--- config.mk ---
export PLATFORM = sky130hd
export DESIGN_NAME = emb_timer_set
export DESIGN_NICKNAME = d
export VERILOG_FILES = /design/src/rtl/emb_tmr_pkg.sv /design/src/rtl/emb_tb_tap.sv /design/src/rtl/emb_pit.sv /design/src/rtl/emb_wdog.sv /design/src/rtl/emb_timer_set.sv
export SDC_FILE = /design/constraint.sdc
export NUM_CORES = 1
export LEC_CHECK = 0
export BUFFER_PORTS_ARGS = -buffer_cell sky130_fd_sc_hd__clkbuf_2
export CAP_MARGIN = 20
export CORE_MARGIN = 4
export CORE_UTILIZATION = 40
export CTS_CLUSTER_DIAMETER = 30
export DETAILED_ROUTE_END_ITERATION = 8
export PLACE_DENSITY = 0.73
export SLEW_MARGIN = 25
export SYNTH_ARGS = -nofsm -noshare
export SYNTH_HDL_FRONTEND = slang
export SYNTH_SLANG_ARGS = --single-unit
--- constraint.sdc ---
create_clock -name clk -period 3.4 [get_ports clk]
set_input_delay 0.68 -clock clk [delete_from_list [all_inputs] [get_ports clk]]
set_output_delay 0.68 -clock clk [all_outputs]
set_load 0.1 [all_outputs]
--- src/rtl/emb_tmr_pkg.sv ---
package emb_tmr_pkg;

  typedef enum logic [1:0] {
    SEL_CTRL = 2'd0,
    SEL_STAT = 2'd1,
    SEL_PIT  = 2'd2,
    SEL_NONE = 2'd3
  } reg_sel_e;

  typedef enum logic [1:0] {
    RST_NONE = 2'd0,
    RST_CORE = 2'd1,
    RST_CHIP = 2'd2,
    RST_SYS  = 2'd3
  } rst_kind_e;

  // control word field positions (lsb of multi-bit fields)
  localparam int CB_WPER = 30;
  localparam int CB_WRC  = 28;
  localparam int CB_WIE  = 27;
  localparam int CB_PIE  = 26;
  localparam int CB_FPER = 24;
  localparam int CB_FIE  = 23;
  localparam int CB_ARE  = 22;

  // status word field positions
  localparam int SB_WNEXT = 31;
  localparam int SB_WINT  = 30;
  localparam int SB_WRST  = 28;
  localparam int SB_PIT   = 27;
  localparam int SB_FIT   = 26;

  localparam logic [31:0] CTRL_KEEP = 32'hFFC0_0000;
  localparam logic [31:0] STAT_W1C  = 32'hFC00_0000;

  typedef struct packed {
    logic set_next;
    logic set_int;
    logic fire_rst;
  } wdog_act_t;

  // time-base bit watched for a given period select
  function automatic int tap_index(int base, int step, int sel);
    return base + step * sel;
  endfunction

  // one watchdog escalation step from the current stage bits
  function automatic wdog_act_t wdog_step(logic armed, logic intr);
    wdog_act_t a;
    a.set_next = !armed;
    a.set_int  = armed && !intr;
    a.fire_rst = armed && intr;
    return a;
  endfunction

endpackage

--- src/rtl/emb_tb_tap.sv ---
module emb_tb_tap
  import emb_tmr_pkg::*;
#(
  parameter int TB_W = 64,
  parameter int BASE = 9,
  parameter int STEP = 4
) (
  input  logic [TB_W-1:0] tb,
  input  logic [TB_W-1:0] tb_prev,
  input  logic [1:0]      sel,
  output logic            rise
);

  logic [3:0] hit;

  for (genvar k = 0; k < 4; k++) begin : g_tap
    localparam int IDX = tap_index(BASE, STEP, k);
    assign hit[k] = tb[IDX] & ~tb_prev[IDX];
  end

  assign rise = hit[sel];

endmodule

--- src/rtl/emb_pit.sv ---
module emb_pit #(
  parameter int PIT_W = 32
) (
  input  logic             clk,
  input  logic             rst_n,
  input  logic             ld,
  input  logic [PIT_W-1:0] ld_val,
  input  logic             ctl_wr,
  input  logic             pie_nxt,
  input  logic             pie,
  input  logic             are,
  input  logic             tick,
  output logic [PIT_W-1:0] count_o,
  output logic [PIT_W-1:0] reload_o,
  output logic             run_o,
  output logic             expire_o
);

  localparam logic [PIT_W-1:0] ONE = PIT_W'(1);

  logic [PIT_W-1:0] count_q, reload_q;
  logic             run_q;
  logic             stop_req;

  function automatic logic can_run(logic [PIT_W-1:0] v, logic en);
    return en && (v > ONE);
  endfunction

  assign stop_req = ctl_wr && !can_run(reload_q, pie_nxt);
  assign expire_o = run_q && tick && !ld && !stop_req && (count_q <= ONE);

  always_ff @(posedge clk or negedge rst_n) begin
    if (!rst_n) begin
      count_q  <= '0;
      reload_q <= '0;
      run_q    <= 1'b0;
    end else if (ld) begin
      reload_q <= ld_val;
      count_q  <= ld_val;
      run_q    <= can_run(ld_val, pie);
    end else if (stop_req) begin
      run_q <= 1'b0;
    end else if (run_q && tick) begin
      if (count_q <= ONE) begin
        if (are) begin
          count_q <= reload_q;
        end else begin
          count_q <= '0;
          run_q   <= 1'b0;
        end
      end else begin
        count_q <= count_q - ONE;
      end
    end
  end

  assign count_o  = count_q;
  assign reload_o = reload_q;
  assign run_o    = run_q;

endmodule

--- src/rtl/emb_wdog.sv ---
module emb_wdog
  import emb_tmr_pkg::*;
(
  input  logic       ev,
  input  logic       armed,
  input  logic       intr,
  input  logic       wie,
  input  logic [1:0] rc,
  output logic       set_next,
  output logic       set_int,
  output logic       irq_set,
  output logic       fire,
  output logic       rst_fire
);

  wdog_act_t act;

  assign act      = wdog_step(armed, intr);
  assign set_next = ev && act.set_next;
  assign set_int  = ev && act.set_int;
  assign irq_set  = set_int && wie;
  assign fire     = ev && act.fire_rst;
  assign rst_fire = fire && (rst_kind_e'(rc) != RST_NONE);

endmodule

--- src/rtl/emb_timer_set.sv ---
module emb_timer_set
  import emb_tmr_pkg::*;
#(
  parameter int TB_W     = 64,
  parameter int PIT_W    = 32,
  parameter int FIT_BASE = 9,
  parameter int FIT_STEP = 4,
  parameter int WDT_BASE = 17,
  parameter int WDT_STEP = 4
) (
  input  logic             clk,
  input  logic             rst_n,
  input  logic [TB_W-1:0]  tb,
  input  logic             wr_en,
  input  logic [1:0]       wr_addr,
  input  logic [31:0]      wr_data,
  output logic [31:0]      ctrl_o,
  output logic [31:0]      stat_o,
  output logic [PIT_W-1:0] pit_o,
  output logic             pit_irq,
  output logic             fit_irq,
  output logic             wdt_irq,
  output logic             rst_req,
  output logic [1:0]       rst_type
);

  logic [31:0]     ctrl_q, stat_q, stat_n, stat_clr, ctrl_d;
  logic [TB_W-1:0] tb_prev;
  logic            wr_ctrl, wr_stat, wr_pit;
  logic            pie_nxt, tick;
  logic            fit_ev, wdt_ev;
  logic            pit_exp, pit_run;
  logic [PIT_W-1:0] pit_reload;
  logic            w_next, w_int, w_irq, w_fire, w_rst;
  logic            pit_irq_q, fit_irq_q, wdt_irq_q, rst_req_q;
  logic [1:0]      rst_type_q;

  assign wr_ctrl  = wr_en && (reg_sel_e'(wr_addr) == SEL_CTRL);
  assign wr_stat  = wr_en && (reg_sel_e'(wr_addr) == SEL_STAT);
  assign wr_pit   = wr_en && (reg_sel_e'(wr_addr) == SEL_PIT);
  assign ctrl_d   = wr_data & CTRL_KEEP;
  assign stat_clr = wr_stat ? (wr_data & STAT_W1C) : '0;
  assign pie_nxt  = wr_ctrl ? ctrl_d[CB_PIE] : ctrl_q[CB_PIE];
  assign tick     = tb[0] ^ tb_prev[0];

  emb_tb_tap #(.TB_W(TB_W), .BASE(FIT_BASE), .STEP(FIT_STEP)) u_fit_tap (
    .tb      (tb),
    .tb_prev (tb_prev),
    .sel     (ctrl_q[CB_FPER +: 2]),
    .rise    (fit_ev)
  );

  emb_tb_tap #(.TB_W(TB_W), .BASE(WDT_BASE), .STEP(WDT_STEP)) u_wdt_tap (
    .tb      (tb),
    .tb_prev (tb_prev),
    .sel     (ctrl_q[CB_WPER +: 2]),
    .rise    (wdt_ev)
  );

  emb_pit #(.PIT_W(PIT_W)) u_pit (
    .clk      (clk),
    .rst_n    (rst_n),
    .ld       (wr_pit),
    .ld_val   (wr_data[PIT_W-1:0]),
    .ctl_wr   (wr_ctrl),
    .pie_nxt  (pie_nxt),
    .pie      (ctrl_q[CB_PIE]),
    .are      (ctrl_q[CB_ARE]),
    .tick     (tick),
    .count_o  (pit_o),
    .reload_o (pit_reload),
    .run_o    (pit_run),
    .expire_o (pit_exp)
  );

  emb_wdog u_wdog (
    .ev       (wdt_ev),
    .armed    (stat_q[SB_WNEXT]),
    .intr     (stat_q[SB_WINT]),
    .wie      (ctrl_q[CB_WIE]),
    .rc       (ctrl_q[CB_WRC +: 2]),
    .set_next (w_next),
    .set_int  (w_int),
    .irq_set  (w_irq),
    .fire     (w_fire),
    .rst_fire (w_rst)
  );

  // clears first, then events: a same-cycle event leaves its bit set
  always_comb begin
    stat_n = stat_q & ~stat_clr;
    if (pit_exp) stat_n[SB_PIT]   = 1'b1;
    if (fit_ev)  stat_n[SB_FIT]   = 1'b1;
    if (w_next)  stat_n[SB_WNEXT] = 1'b1;
    if (w_int)   stat_n[SB_WINT]  = 1'b1;
    if (w_fire)  stat_n[SB_WRST +: 2] = ctrl_q[CB_WRC +: 2];
  end

  always_ff @(posedge clk or negedge rst_n) begin
    if (!rst_n) begin
      ctrl_q     <= '0;
      stat_q     <= '0;
      tb_prev    <= '0;
      pit_irq_q  <= 1'b0;
      fit_irq_q  <= 1'b0;
      wdt_irq_q  <= 1'b0;
      rst_req_q  <= 1'b0;
      rst_type_q <= 2'b00;
    end else begin
      tb_prev <= tb;
      stat_q  <= stat_n;
      if (wr_ctrl) ctrl_q <= ctrl_d;

      if (pit_exp && ctrl_q[CB_PIE])       pit_irq_q <= 1'b1;
      else if (stat_clr[SB_WNEXT])         pit_irq_q <= 1'b0;

      if (fit_ev && ctrl_q[CB_FIE])        fit_irq_q <= 1'b1;
      else if (stat_clr[SB_FIT])           fit_irq_q <= 1'b0;

      if (w_irq)                           wdt_irq_q <= 1'b1;
      else if (stat_clr[SB_WINT])          wdt_irq_q <= 1'b0;

      rst_req_q  <= w_rst;
      rst_type_q <= w_rst ? ctrl_q[CB_WRC +: 2] : 2'b00;
    end
  end

  assign ctrl_o   = ctrl_q;
  assign stat_o   = stat_q;
  assign pit_irq  = pit_irq_q;
  assign fit_irq  = fit_irq_q;
  assign wdt_irq  = wdt_irq_q;
  assign rst_req  = rst_req_q;
  assign rst_type = rst_type_q;

endmodule

==> flow_summary_export.csv, run 1 <==
group,metric,value,unit
run_status,status,"complete, no violations",
detailed_routing,wirelength,15.1,mm
global_route,grt_pass1_vias,4584,
logic_synthesis,synth_top_family_by_area,"simple AND/OR/NAND/NOR gates",
logic_synthesis,synth_simple_gate_area_share,23.0,%
cts,ctsHoldBuffers,0,
global_route,grt_usage,20.1,%
detailed_routing,antenna_left,0,
logic_synthesis,synth.area.mux_share,2.14,%
cts,cts_made_buffers,9,
global_route,grt_pass1_wl,23.8,mm
timing,clock_skew,11.1,ps
global_route,grt_max_degree,45,
detailed_routing,routed-wl-met3,1.33,mm
detailed_routing,wl_met1,6.30,mm
detailed_routing,firstDrtPassIters,5,
cts,insertion_delay,360,ps
timing,tightest_slew,877,ps
flow_run,cap_violations,0,
die,die_h,123,um
worst_setup_path,cp.buffers_inverters,1,
worst_setup_path,cpMaxStageDelayCell,"or4_1",
hold_path,hp-class,"in2async",
detailed_routing,wl_per_cell,17.6,um
die,coreArea,12700,sq um
die,rows,41,
logic_synthesis,syn_inst,596,
global_route,grt_overflow,0,
cts,postCtsResizedCells,0,
logic_synthesis,avgSynthCellArea,8.82,sq um
placement,gp_congestion,0.896,
timing,setup_violations,0,
cells_and_area,insertedDiodeCount,0,
logic_synthesis,synthesis.area,5260,sq um
worst_setup_path,rrSetupSlack,250,ps
logic_synthesis,ys_seq_area_share,44.7,%
worst_setup_path,slowest_delay,580,ps
cts,clockBufferDepth,2,
logic_synthesis,synth-compound-area-share,18.7,%
power,power.density,927,nW/um^2
cells_and_area,nNetsFinal,787,
global_route,antenna_found_initial,0,
worst_setup_path,path_class,"reg2reg",
cts,cts_tree,"done",
timing,fmax,317,MHz
worst_setup_path,cp_max_fo,26,
detailed_routing,drc,0,
logic_synthesis,yosys_warnings,0,
placement,hpwl,11.0,mm
cells_and_area,drive_gt1_share,22.6,%
cts,htree_levels,3,
detailed_routing,via_per_inst,5.69,
timing,rsz0062_at_grt,"no",
detailed_routing,dr.max_layer_used,"met4",
cts,cts_sinks,94,
cts,post_cts_buffers,0,
logic_synthesis,ys_seq_elements,94,
cells_and_area,syn_to_final_growth,15.2,%
die,io_pins,203,
worst_setup_path,crit_path_start_kind,"register",
timing,hold_viol,0,
timing,finalMaxSlewViolations,0,
worst_setup_path,cp.arrival,3380,ps
logic_synthesis,synth.distinct_cells,47,
timing,period_needed,3150,ps
power,ir_drop,0.804,mV
power,leakagePower,2.80,nW
worst_setup_path,worstPathRequired,3620,ps
detailed_routing,drt_iter0_drc,388,
cts,root_buffer,"clkbuf_16",
timing,slew_headroom,41.6,%
timing,fin_crit_sh,92.7,%
die,start_util,41.3,%
worst_setup_path,critPathTopFamily,"simple AND/OR/NAND/NOR gates",
timing,setup_tns,0,ps
worst_setup_path,crit_path_end_kind,"register",
cells_and_area,final_core_util,47.6,%
detailed_routing,vias,4898,
worst_setup_path,crit_path_cell_trace,"or4_1 -> or4_4 -> nor4_4 -> buf_4 -> nor4_1 -> a311oi_1 -> o2bb2ai_1",
cts,clkSlewWorstSetupHoldPaths,70,ps
logic_synthesis,synthAdderAreaFrac,0.476,%
cells_and_area,most-common-layout-cells,"112 x nand2_1, 96 x clkbuf_2, 94 x dfrtp_1",
logic_synthesis,synth_xor_area_share,0.167,%
cells_and_area,mostFrequentLayoutCell,"nand2_1",
detailed_routing,wl_met2,7.13,mm
die,die-area,15000,sq um
die,die_w,123,um
placement,port_buffers,97,
==> metal layers <==
| metal | track usage, % | vias up |
|---|---|---|
| met3 | 5.30 | 27 |
| met4 | 7.00 | 0 |
| li1 | - | 2244 |
| met5 | 0 | - |
| met1 | 27.4 | 2362 |
| met2 | 31.1 | 265 |
==> flip-flops by register name, indices dropped and copies added, names as in the netlist <==
| name | cells |
|---|---|
| ctrl_o | 10 |
| stat_o | 6 |
| rst_type | 2 |
| tb_prev | 7 |
| rst_req | 1 |
| fit_irq | 1 |
| u_pit.run_o | 1 |
| u_pit.reload_o | 32 |
| wdt_irq | 1 |
| u_pit.count_o | 32 |
| pit_irq | 1 |
==> final timing paths <==
check	start	to	depth (start not counted)
max	u_pit.count_o[27]	u_pit.count_o[6]	7
min	rst_n	u_pit.count_o[21]	1
max reg2reg	u_pit.count_o[27]	u_pit.count_o[6]	7
min reg2reg	stat_o[26]	stat_o[26]	1
max in group asynchronous	rst_n	u_pit.reload_o[8]	2
min in group clk	tb[21]	tb_prev[21]	1
==> final cells by class <==
cell class                      instances  area [sq um]
Inverter                               10          37.5
Timing Repair Buffer                  115           636
Multi-Input combinational cell        454          2530
Sequential cell                        94          2350
Tap cell                              172           215
Clock buffer                           10           229
Fill cell                            1235          6670
Clock inverter                          6          53.8
==> through the flow <==
stage	power [mW]	instances	setup slack (ps)	cell area [sq um]	hold slack (ps)
2_1_floorplan	4.13	643	224	5440	384
3_3_place_gp	4.60	845	356	5770	461
3_5_place_dp	4.65	845	287	5770	472
4_1_cts	5.64	861	280	6060	319
5_1_grt	5.86	861	96.6	6060	344
6_report	5.62	861	247	6060	304
==> logic make-up (layout without fill, tap and decap cells) <==
group / count (synthesis) / count (layout)
other: 1 / 48
multiplexers: 10 / 10
buffers and inverters: 95 / 141
adder cells (fa/ha/maj): 2 / 2
AND/OR/NAND/NOR: 250 / 250
XOR/XNOR: 1 / 1
flip-flops: 94 / 94
AO/OA/AOI/OAI: 143 / 143
==> power breakdown <==
group | switching, mW | internal (mW) | leakage (nW)
Sequential | 0.362 | 1.40 | 1.14
Clock | 0.468 | 0.509 | 0.136
Combinational | 2.39 | 0.489 | 1.52
==> cell usage after synthesis (all sizes together) <==
| library cell | number | area share [%] |
|---|---|---|
| a21oi | 20 | 1.9 |
| a22oi | 1 | 0.14 |
| o41a | 1 | 0.21 |
| nor3 | 23 | 2.2 |
| xor2 | 1 | 0.17 |
| a311oi | 16 | 2.7 |
| o32a | 1 | 0.19 |
| and3b | 1 | 0.17 |
| o211ai | 5 | 0.71 |
| nor4 | 25 | 3.5 |
| a21o | 6 | 0.86 |
| nor3b | 4 | 0.57 |
| or4b | 1 | 0.19 |
| o22ai | 4 | 0.48 |
| o31ai | 4 | 0.57 |
| o2bb2ai | 21 | 3.5 |
| conb | 1 | 0.071 |
| clkbuf | 24 | 1.7 |
| inv | 10 | 0.71 |
| buf | 61 | 8.3 |
| a32o | 1 | 0.19 |
| mux2 | 10 | 2.1 |
| and2 | 3 | 0.36 |
| a22o | 3 | 0.50 |
| a211o | 1 | 0.17 |
| and3 | 5 | 0.59 |
| nor2 | 37 | 2.6 |
| o21ai | 43 | 4.1 |
| nand2b | 1 | 0.12 |
| a31oi | 2 | 0.24 |
| nor2b | 1 | 0.12 |
| or2 | 6 | 0.71 |
| or4 | 8 | 1.3 |
| nand2 | 112 | 8.0 |
| or3 | 5 | 0.59 |
| a31o | 2 | 0.33 |
| o41ai | 7 | 1.2 |
| ha | 2 | 0.48 |
| dfrtp | 94 | 45 |
| o32ai | 1 | 0.17 |
| nand4 | 9 | 1.1 |
| a211oi | 4 | 0.57 |
| nand3 | 9 | 0.86 |
Note: power is estimated with default switching activity, not from simulation.
==> inputs of run 2 (changes only) <==
PLACE_DENSITY = 0.69   (was 0.73)
SYNTH_HIERARCHICAL = 1   (was unset)
==> run 2 against run 1 <==
  * Sequential share of layout area shrank 1.6 points
  * Area after synthesis up 4.6%
  * Clock skew is 0.68 ps lower
  * Core utilization decreased by 0.25 points
  * Hold slack better by 49 ps
  * Cell area is 4.4% higher
  * Register-to-register slack better by 460 ps
  * Via count decreased by 1.4%
  * Critical path type unchanged
  * Largest cell class unchanged
==> flow_summary_export.csv, run 2 <==
group,metric,value,unit
global_route,antenna_found_initial,0,
worst_setup_path,path_class,"reg2reg",
worst_setup_path,crit_path_start_kind,"register",
detailed_routing,vias,4830,
cts,postCtsResizedCells,0,
power,p_sw,2.86,mW
power,combPwrFrac,48.7,%
cts,clkSlewWorstSetupHoldPaths,70,ps
die,coreArea,13300,sq um
cts,insertion_delay,350,ps
timing,setup_violations,0,
detailed_routing,antenna_left,0,
die,io_pins,203,
worst_setup_path,cp.arrival,2970,ps
power,netSwitchingFraction,54.1,%
power,p_total,5.30,mW
timing,setup_tns,0,ps
cells_and_area,final_core_util,47.4,%
global_route,grt_pass1_vias,4802,
cts,clockBufferDepth,2,
cts,cts_tree,"done",
cells_and_area,nNetsFinal,778,
hold_path,hp-class,"in2async",
logic_synthesis,avgSynthCellArea,9.53,sq um
global_route,grt_usage,19.5,%
placement,place_inst,840,
power,intPower,2.43,mW
placement,post-place-ws,728,ps
timing,clock_skew,10.4,ps
detailed_routing,via_per_inst,5.64,
detailed_routing,drc,0,
die,die_w,125,um
worst_setup_path,reg2regPathDepth,6,
worst_setup_path,worstPathRequired,3670,ps
power,leakagePower,2.83,nW
detailed_routing,drt_iter0_drc,421,
power,clkPwrFrac,19.7,%
cells_and_area,most-common-layout-cells,"96 x clkbuf_2, 94 x dfrtp_1, 48 x conb_1",
power,power.density,838,nW/um^2
cells_and_area,stdcell_count,856,
flow_run,cap_violations,0,
cts,root_buffer,"clkbuf_16",
placement,gp_congestion,0.923,
cells_and_area,syn_to_final_growth,14.9,%
worst_setup_path,cp_max_fo,8,
detailed_routing,wl_met1,6.42,mm
global_route,grt_max_degree,80,
cts,post_cts_buffers,0,
detailed_routing,firstDrtPassIters,5,
timing,tightest_slew,720,ps
worst_setup_path,r2r_start,"u_pit/count_o[27]",
timing,setup_ws,708,ps
cells_and_area,mostFrequentLayoutCell,"clkbuf_2",
cts,cts_sinks,94,
die,rows,42,
worst_setup_path,crit_path_end_kind,"register",
global_route,grt_pass1_wl,25.0,mm
timing,fmax,371,MHz
run_status,status,"complete, no violations",
detailed_routing,wirelength,15.5,mm
worst_setup_path,r2r-end,"u_pit/count_o[16]",
timing,finalMaxSlewViolations,0,
timing,hold_viol,0,
die,start_util,41.2,%
detailed_routing,routed-wl-met3,1.16,mm
timing,period_needed,2690,ps
timing,slew_headroom,51.8,%
detailed_routing,wl_met2,7.46,mm
die,die_h,125,um
detailed_routing,dr.max_layer_used,"met4",
worst_setup_path,rrSetupSlack,710,ps
cts,cts_made_buffers,9,
global_route,grt_overflow,0,
timing,rsz0062_at_grt,"no",
cells_and_area,drive_gt1_share,25.6,%
cells_and_area,post-route-cell-area,6320,sq um
placement,port_buffers,97,
timing,fin_hold_ws,353,ps
placement,hpwl,11.4,mm
die,die-area,15700,sq um
cts,ctsHoldBuffers,0,
placement,placed_cell_area,6010,sq um
timing,fin_crit_sh,79.2,%
logic_synthesis,yosys_warnings,6,
power,ir_drop,0.441,mV
logic_synthesis,synthesis.area,5500,sq um
cells_and_area,insertedDiodeCount,0,
cts,htree_levels,3,
logic_synthesis,syn_inst,577,
power,p_seq_share,31.6,%
detailed_routing,wl_per_cell,18.2,um
run 2: power by group through the flow:
stage	combinational, mW	clock [mW]	sequential [mW]
finish	2.58	1.04	1.68
global route	2.70	1.10	1.72
CTS	2.57	1.06	1.67
detailed placement	2.56	0	1.69
global placement	2.53	0	1.68
floorplan	0.914	0	2.85
run 2: per-layer routing:
layer,up-vias,global-route usage [%]
met5,-,0
met4,0,9.82
met3,35,3.07
met2,252,31.8
met1,2321,25.2
li1,2222,-
run 2: final cells by class:
class                      count  area, sq um
multi-input combinational    426         2690
tap                          176          220
sequential                    94         2350
clock inverter                 7         82.6
timing repair buffer         117          651
clock buffer                   9          225
fill                        1238         7030
inverter                      27          101
run 2: how the worst max path moves through the flow:
stage	from	end	cells after the start
after floorplan	u_pit/count_o[27]	u_pit/count_o[31]	7
after global placement	u_pit/count_o[27]	u_pit/count_o[16]	6
after detailed placement	u_pit/count_o[28]	u_pit/count_o[16]	6
after CTS	u_pit/count_o[28]	u_pit/count_o[16]	6
after global routing	u_pit/count_o[23]	u_pit/count_o[16]	6
final	u_pit/count_o[27]	u_pit/count_o[16]	6
run 2: critical path, stage by stage (launching register included):
cell       delay (ps)
dfrtp_1           470
or4_4             540
or3_1             500
nor4_4            560
a22oi_1           190
a21oi_1           190
a2bb2oi_1         160
==> inputs of run 3 (changes only) <==
ABC_AREA = 1   (was unset)
PLACE_DENSITY = 0.71   (was 0.69)
clock period = 2.3 ns   (was 3.4 ns; I/O delays follow)
==> run 3 against run 2 <==
  * Hold slack worse by 260 ps
  * Clock skew shrank 2.6 ps
  * Clock power up 50%
  * Wire length increased by 0.73%
  * Critical path depth is 8 higher
  * Combinational power up 110%
  * First-iteration DRC count shrank 18%
  * Largest cell class unchanged
  * Synthesized cell count is 42% higher
==> flow_summary_export.csv, run 3 <==
group,metric,value,unit
timing,fin_crit_sh,91.3,%
cts,clkSlewWorstSetupHoldPaths,70,ps
worst_setup_path,cp.arrival,2340,ps
die,die_w,128,um
cells_and_area,fillers,1453,
worst_setup_path,worstPathRequired,2540,ps
placement,port_buffers,97,
worst_setup_path,crit_top_cell,"nand2_1",
detailed_routing,via_per_inst,4.83,
timing,tightest_slew,745,ps
timing,hold_viol,0,
worst_setup_path,cp.buffers_inverters,3,
die,die_h,128,um
global_route,grt_max_degree,43,
detailed_routing,drt_iter0_drc,344,
timing,rsz0062_at_grt,"no",
cts,ctsHoldBuffers,0,
cells_and_area,syn_to_final_growth,16.7,%
worst_setup_path,crit_path_end_kind,"register",
detailed_routing,antenna_left,0,
cts,cts_made_buffers,9,
worst_setup_path,cpMaxStageDelayCell,"dfrtp_2",
die,start_util,41.3,%
detailed_routing,wl_per_cell,14.0,um
cells_and_area,insertedDiodeCount,0,
cts,postCtsResizedCells,0,
cells_and_area,nNetsFinal,1039,
logic_synthesis,synthesis.area,5770,sq um
worst_setup_path,critPathTopFamily,"simple AND/OR/NAND/NOR gates",
global_route,grt_usage,19.5,%
detailed_routing,vias,5417,
logic_synthesis,yosys_warnings,6,
power,p_total,9.48,mW
timing,slew_headroom,50.3,%
global_route,grt_pass1_vias,5044,
hold_path,hp-class,"in2async",
cts,cts_tree,"done",
cells_and_area,mostFrequentLayoutCell,"nand2_1",
flow_run,cap_violations,0,
die,die-area,16400,sq um
cells_and_area,drive_gt1_share,19.2,%
worst_setup_path,r2r-end,"u_pit/count_o[27]",
die,io_pins,203,
detailed_routing,drc,0,
cts,htree_levels,3,
detailed_routing,firstDrtPassIters,5,
cells_and_area,stdcell_count,1121,
placement,place_inst,1105,
cts,cts_sinks,94,
timing,setup_tns,0,ps
cts,post_cts_buffers,0,
worst_setup_path,path_class,"reg2reg",
cts,insertion_delay,350,ps
timing,clock_skew,7.79,ps
die,coreArea,14000,sq um
run_status,status,"complete, no violations",
detailed_routing,wirelength,15.7,mm
global_route,grt_overflow,0,
worst_setup_path,slowest_delay,430,ps
worst_setup_path,cp_max_fo,14,
die,rows,43,
global_route,grt_pass1_wl,25.7,mm
timing,finalMaxSlewViolations,0,
timing,setup_violations,0,
worst_setup_path,rrSetupSlack,200,ps
worst_setup_path,reg2regPathDepth,14,
placement,gp_congestion,0.875,
placement,hpwl,11.9,mm
cts,root_buffer,"clkbuf_16",
timing,period_needed,2100,ps
worst_setup_path,crit_path_start_kind,"register",
logic_synthesis,avgSynthCellArea,7.03,sq um
global_route,antenna_found_initial,0,
worst_setup_path,crit_path_cell_trace,"inv_1 -> ha_2 -> nand2_2 -> nor2_4 -> nand2_4 -> nand2_1 -> nand2_2 -> inv_1 -> nor2_2 -> buf_12 -> nand3_1 -> nand2_1 -> nand2_1 -> nand2_1",
worst_setup_path,r2r_start,"u_pit/count_o[0]",
logic_synthesis,syn_inst,821,
power,ir_drop,1.03,mV
cts,clockBufferDepth,2,
cells_and_area,most-common-layout-cells,"308 x nand2_1, 96 x clkbuf_2, 92 x dfrtp_1",
power,power.density,1410,nW/um^2
timing,fmax,476,MHz
power,leakagePower,3.81,nW
==> run 3: cell type report <==
| cell class | count | area [sq um] | area share, % |
|---|---|---|---|
| multi-input combinational | 621 | 2790 | 41.4 |
| clock inverter | 5 | 57.6 | 0.854 |
| clock buffer | 11 | 253 | 3.75 |
| inverter | 85 | 319 | 4.74 |
| sequential | 94 | 2350 | 35.0 |
| timing repair buffer | 125 | 736 | 10.9 |
| tap | 180 | 225 | 3.34 |
==> run 3: power breakdown <==
| part | switching [mW] | internal (mW) |
|---|---|---|
| clock network | 0.659 | 0.901 |
| registers | 0.518 | 2.08 |
| logic | 4.28 | 1.04 |
| total | 5.46 | 4.02 |
==> run 3: worst max path at each step <==
stage               cells past startpoint                 to              from
floorplan                              13  u_pit/count_o[16]  u_pit/count_o[4]
global placement                       12  u_pit/count_o[13]        wr_addr[0]
detailed placement                     13  u_pit/count_o[31]        wr_addr[0]
CTS                                    14  u_pit/count_o[11]  u_pit/count_o[0]
global route                           14  u_pit/count_o[19]  u_pit/count_o[0]
finish                                 14  u_pit/count_o[27]  u_pit/count_o[0]
==> run 3: through the flow <==
step	hold slack [ps]	worst slack, ps	instance area [sq um]	utilization, %
2_1_floorplan	164	62.3	5950	-
3_3_place_gp	458	-10.5	6420	45.9
3_5_place_dp	466	180	6420	45.9
4_1_cts	116	195	6730	48.1
5_1_grt	137	17.2	6740	48.2
6_report	96.9	201	6740	48.2
==> run 3: metal layers <==
metal,up-vias,routed length [um],track usage [%],share of wire [%]
met5,-,0,0,0
met4,0,345,6.62,2.2
met3,23,909,3.17,5.8
met2,180,7530,32.0,48
met1,2523,6870,26.3,44
li1,2691,-,-,-
